## config.mk

```make
export PLATFORM = sky130hd
export DESIGN_NAME = scan_port_ctrl
export DESIGN_NICKNAME = d
export VERILOG_FILES = /design/src/rtl/scan_port_ctrl.sv
export SDC_FILE = /design/constraint.sdc
export NUM_CORES = 1
export LEC_CHECK = 0
export BUFFER_PORTS_ARGS = -buffer_cell sky130_fd_sc_hd__buf_2
export CAP_MARGIN = 20
export CORE_MARGIN = 10
export CORE_UTILIZATION = 46
export DETAILED_ROUTE_END_ITERATION = 6
export HOLD_SLACK_MARGIN = 0.06
export PLACE_DENSITY_LB_ADDON = 0.12
export SYNTH_ARGS = -nofsm -noshare
export SYNTH_HDL_FRONTEND = slang
export SYNTH_SLANG_ARGS = --single-unit
```

## constraint.sdc

```tcl
create_clock -name tck -period 1.45 [get_ports tck]
set_input_delay 0.145 -clock tck [delete_from_list [all_inputs] [get_ports tck]]
set_output_delay 0.145 -clock tck [all_outputs]
set_load 0.01 [all_outputs]
```

## src/rtl/scan_port_ctrl.sv

```systemverilog
`timescale 1ns/1ps
module scan_port_ctrl #(
  parameter int IRW = 4
) (
  input  logic           tck,
  input  logic           trst_n,
  input  logic           tms,
  input  logic           tdi,
  input  logic           dr_sdo,
  output logic           tdo,
  output logic           tdo_en,
  output logic [3:0]     state,
  output logic [IRW-1:0] instr,
  output logic           ir_capture,
  output logic           ir_shift,
  output logic           ir_update,
  output logic           dr_capture,
  output logic           dr_shift,
  output logic           dr_update
);
  localparam logic [3:0] S_RST  = 4'd0,  S_IDLE = 4'd1,  S_SELD = 4'd2,  S_CAPD = 4'd3;
  localparam logic [3:0] S_SHD  = 4'd4,  S_EX1D = 4'd5,  S_PAUD = 4'd6,  S_EX2D = 4'd7;
  localparam logic [3:0] S_UPDD = 4'd8,  S_SELI = 4'd9,  S_CAPI = 4'd10, S_SHI  = 4'd11;
  localparam logic [3:0] S_EX1I = 4'd12, S_PAUI = 4'd13, S_EX2I = 4'd14, S_UPDI = 4'd15;
  localparam logic [IRW-1:0] CAP_PAT  = {{(IRW-1){1'b0}}, 1'b1};
  localparam logic [IRW-1:0] BYPASS_C = {IRW{1'b1}};

  logic [3:0]     nxt;
  logic [IRW-1:0] ir_sh;
  logic           byp;
  logic           byp_sel;

  always_comb begin
    case (state)
      S_RST:   nxt = tms ? S_RST  : S_IDLE;
      S_IDLE:  nxt = tms ? S_SELD : S_IDLE;
      S_SELD:  nxt = tms ? S_SELI : S_CAPD;
      S_CAPD:  nxt = tms ? S_EX1D : S_SHD;
      S_SHD:   nxt = tms ? S_EX1D : S_SHD;
      S_EX1D:  nxt = tms ? S_UPDD : S_PAUD;
      S_PAUD:  nxt = tms ? S_EX2D : S_PAUD;
      S_EX2D:  nxt = tms ? S_UPDD : S_SHD;
      S_UPDD:  nxt = tms ? S_SELD : S_IDLE;
      S_SELI:  nxt = tms ? S_RST  : S_CAPI;
      S_CAPI:  nxt = tms ? S_EX1I : S_SHI;
      S_SHI:   nxt = tms ? S_EX1I : S_SHI;
      S_EX1I:  nxt = tms ? S_UPDI : S_PAUI;
      S_PAUI:  nxt = tms ? S_EX2I : S_PAUI;
      S_EX2I:  nxt = tms ? S_UPDI : S_SHI;
      default: nxt = tms ? S_SELD : S_IDLE;
    endcase
  end

  always_ff @(posedge tck or negedge trst_n)
    if (!trst_n) state <= S_RST;
    else         state <= nxt;

  assign ir_capture = (state == S_CAPI);
  assign ir_shift   = (state == S_SHI);
  assign ir_update  = (state == S_UPDI);
  assign dr_capture = (state == S_CAPD);
  assign dr_shift   = (state == S_SHD);
  assign dr_update  = (state == S_UPDD);
  assign byp_sel    = (instr == BYPASS_C);

  always_ff @(posedge tck or negedge trst_n)
    if (!trst_n)         ir_sh <= CAP_PAT;
    else if (ir_capture) ir_sh <= CAP_PAT;
    else if (ir_shift)   ir_sh <= {tdi, ir_sh[IRW-1:1]};

  always_ff @(negedge tck or negedge trst_n)
    if (!trst_n)              instr <= BYPASS_C;
    else if (state == S_RST)  instr <= BYPASS_C;
    else if (ir_update)       instr <= ir_sh;

  always_ff @(posedge tck or negedge trst_n)
    if (!trst_n)                     byp <= 1'b0;
    else if (dr_capture && byp_sel)  byp <= 1'b0;
    else if (dr_shift && byp_sel)    byp <= tdi;

  always_ff @(negedge tck or negedge trst_n)
    if (!trst_n) begin
      tdo    <= 1'b0;
      tdo_en <= 1'b0;
    end else begin
      tdo_en <= ir_shift | dr_shift;
      if (ir_shift)      tdo <= ir_sh[0];
      else if (dr_shift) tdo <= byp_sel ? byp : dr_sdo;
    end
endmodule

```

==> summary.txt <==
Result of the run -> finished with violations
CP cell instances -> buf_6, buf_6
Via count of the routed design -> 1021
Static leakage -> 0.000715 uW
Detailed-router iteration count before antenna repair -> 4
Flop and latch count out of synthesis -> 15
Clock-pin slew on the worst setup and hold paths -> 100 ps
Most instantiated flip-flop cell in the synthesis netlist -> dfrtp_1
Post-synth ARST share -> 100%
Number of antenna violations at the first check in global routing -> 0
Final setup violation count -> 19
Number of placed I/O pins -> 21
Instance count of the mapped netlist -> 96
Commonest cells in the netlist -> 10 x nand2_1, 9 x o21ai_1, 8 x dfrtp_1
Register Area -> 382 um2
Critical Path RT -> 1310 ps
Area overhead of the layout relative to synthesis -> 71.3%
Dominant cells by area after synthesis -> dfrtp_1 23%, dfstp_2 15%, dfrtn_1 5.7%
Average via count per standard cell -> 5.80
Count of clock tree sinks -> 15
Number of antenna cells inserted -> 0
Cell type with the highest occurrence count on the critical path -> buf_6
Capture instance of the worst register-to-register path -> tdo
Largest fanout on the critical path -> 2
Violated checks -> setup timing
Register-to-register path setup slack -> -490 ps
Post-Place Setup Slack -> -460 ps
Dominant cell by count in the synthesized netlist -> nand2_1
Layout Utilization -> 84.5%
Largest net degree at the start of global routing -> 15
Worst IR drop on VDD -> 1.72 mV
Final count of pins violating max slew -> 0
Avg Synthesized Cell Area -> 9.07 um2
Total power per unit cell area -> 2530 mW/mm2
Number of cells traversed by the worst register-to-register path -> 3
First-pass GRT wire length -> 4730 um
Number of max-capacitance violations reported -> 0
Final worst-path setup slack -> -538 ps
Layout cell share with drive strength beyond 1 -> 58.3%
Post-synthesis instance area -> 871 um2
Standard cell core area -> 0.00176 mm2
Die Span Y -> 63.5 um
Number of DRC markers in iteration 0 -> 46
Origin of the worst min-delay path -> tdi
Final global-route overflow total -> 0
Final layout net count -> 157
Clock tree from TritonCTS -> built
Worst slew pin tran -> 259 ps
GRT Util Overall -> 14.1%
Net count after synthesis -> 101
Number of flops mapped to enable cells by yosys -> 0
Number of buffers added by the clock tree synthesis step -> 3
Clock Tree Root -> clkbuf_4
DRC viols -> 0
Effective utilization at floorplan -> 49.4%
Critical R2R Launch -> state[2]
Category of the worst setup path capture point -> output port
Max Clock Skew -> 66.9 ps
Number of levels in the clock H-tree -> 1
Crit. Startpoint -> instr[3]
Total Die Area -> 0.00403 mm2
Routed len/inst -> 17.4 um
Data arrival at the endpoint of the critical path -> 1840 ps
Design Power -> 3780 uW
Share of synthesized area occupied by flip-flops and latches -> 43.8%
End of the critical path -> instr[3]
Worst Hold Class -> input pin to flip-flop
Clock latency of the later-clocked register in the worst-skew pair -> 370 ps
Hpwl dp -> 1820 um
Vias in the first global route -> 973
Tightest slew margin relative to the limit -> 82.7%
Buffers on Ports -> 20
Die span in x -> 63.5 um
Top cell type by total area after synthesis -> dfrtp_1
Clock Path Buffers -> 2
Area of combinational cells with multiple inputs -> 504 um2
Slowest cell delay on critical path -> 540 ps
Critical Path Slowest Stage Cell -> dfstp_2
Row count -> 15
Number of synthesis warnings -> 0
Top-area cell type share of the netlist area -> 23.0%
Critical path class -> flip-flop to output port
Netlist cell types -> 40
Fillers -> 103
Remaining antenna violation count -> 0
Final hold violation count -> 0
GPL Wtd Cong -> 0.793
Non-filler cells, final -> 176
CP Launch Type -> flip-flop
RSZ-0062 raised after global routing -> true
Detailed-route wire length -> 3060 um
Post-placement cell count -> 157
[cells by family after synthesis]
family | after synthesis | share of synthesized area, %
AND/OR/NAND/NOR | 35 | 23.1
AO/OA/AOI/OAI | 29 | 21.6
flip-flops | 15 | 43.8
buffers and inverters | 14 | 8.05
multiplexers | 2 | 2.44
XOR/XNOR | 1 | 1.01
[where the power goes]
part	total [uW]	switching (uW)	internal, uW
registers	808	160	647
clock network	483	189	294
logic	2490	1140	1350
total	3780	1490	2290
[area by class of cell]
| type | instances | area share [%] |
|---|---|---|
| Clock inverter | 5 | 3.02 |
| Clock buffer | 3 | 1.51 |
| Multi-Input combinational cell | 67 | 33.8 |
| Sequential cell | 15 | 25.6 |
| Tap cell | 25 | 2.10 |
| Timing Repair Buffer | 57 | 32.6 |
| Inverter | 4 | 1.34 |
[routing by layer]
layer  track usage (%)  share of wire, %  vias to the layer above
li1                  -                 -                      454
met2              24.1                51                       52
met5                 0                 0                        -
met4              4.64               1.4                        0
met3              4.06               7.0                       10
met1              16.4                41                      505
[repair_timing]
action,4_1_cts,5_1_grt
endpoints found under the setup margin,19,21
resized for setup,27,16
pin swaps,6,8
endpoints found under the hold margin,8,0
buffers inserted,8,4
gates cloned,0,0
hold buffers,1,0
[through the flow]
step | area, um2 | hold WS (ps) | setup TNS [ps]
after floorplan | 903 | -151 | -3250
after global placement | 1150 | 4.55 | -3300
after detailed placement | 1150 | 11.2 | -3480
after CTS | 1400 | 100 | -6010
after global routing | 1490 | 96.7 | -7260
final | 1490 | 94.4 | -6440
[flip-flops by register name (all words and copies together), names as in the netlist]
register  count
byp           1
instr         4
ir_sh         4
state         4
tdo           1
tdo_en        1
[worst max-delay path, delay by kind of cell (launching register included)]
| family | cells | cell delay (ps) |
|---|---|---|
| DFF | 1 | 540 |
| buffers and inverters | 2 | 210 |
[layout by cell type (no fill, tap or decap), types with 3 or more instances in the layout]
master,instances
buf_4,22
buf_6,21
buf_2,12
nand2_1,9
o21ai_1,8
dfrtp_1,8
inv_1,6
dfstp_2,5
a22oi_2,4
nor2_1,4
o21ai_0,3
clkbuf_4,3
[how the worst min path moves through the flow]
stage                     endpoint  slack (ps)  depth (start not counted)
after floorplan                byp        -150                          0
after global placement         byp           5                          1
after detailed placement  ir_sh[3]          10                          1
after CTS                      byp         100                          2
after global routing           byp         100                          2
final                          byp          90                          2
No activity file was read; power rests on OpenSTA's default activity.
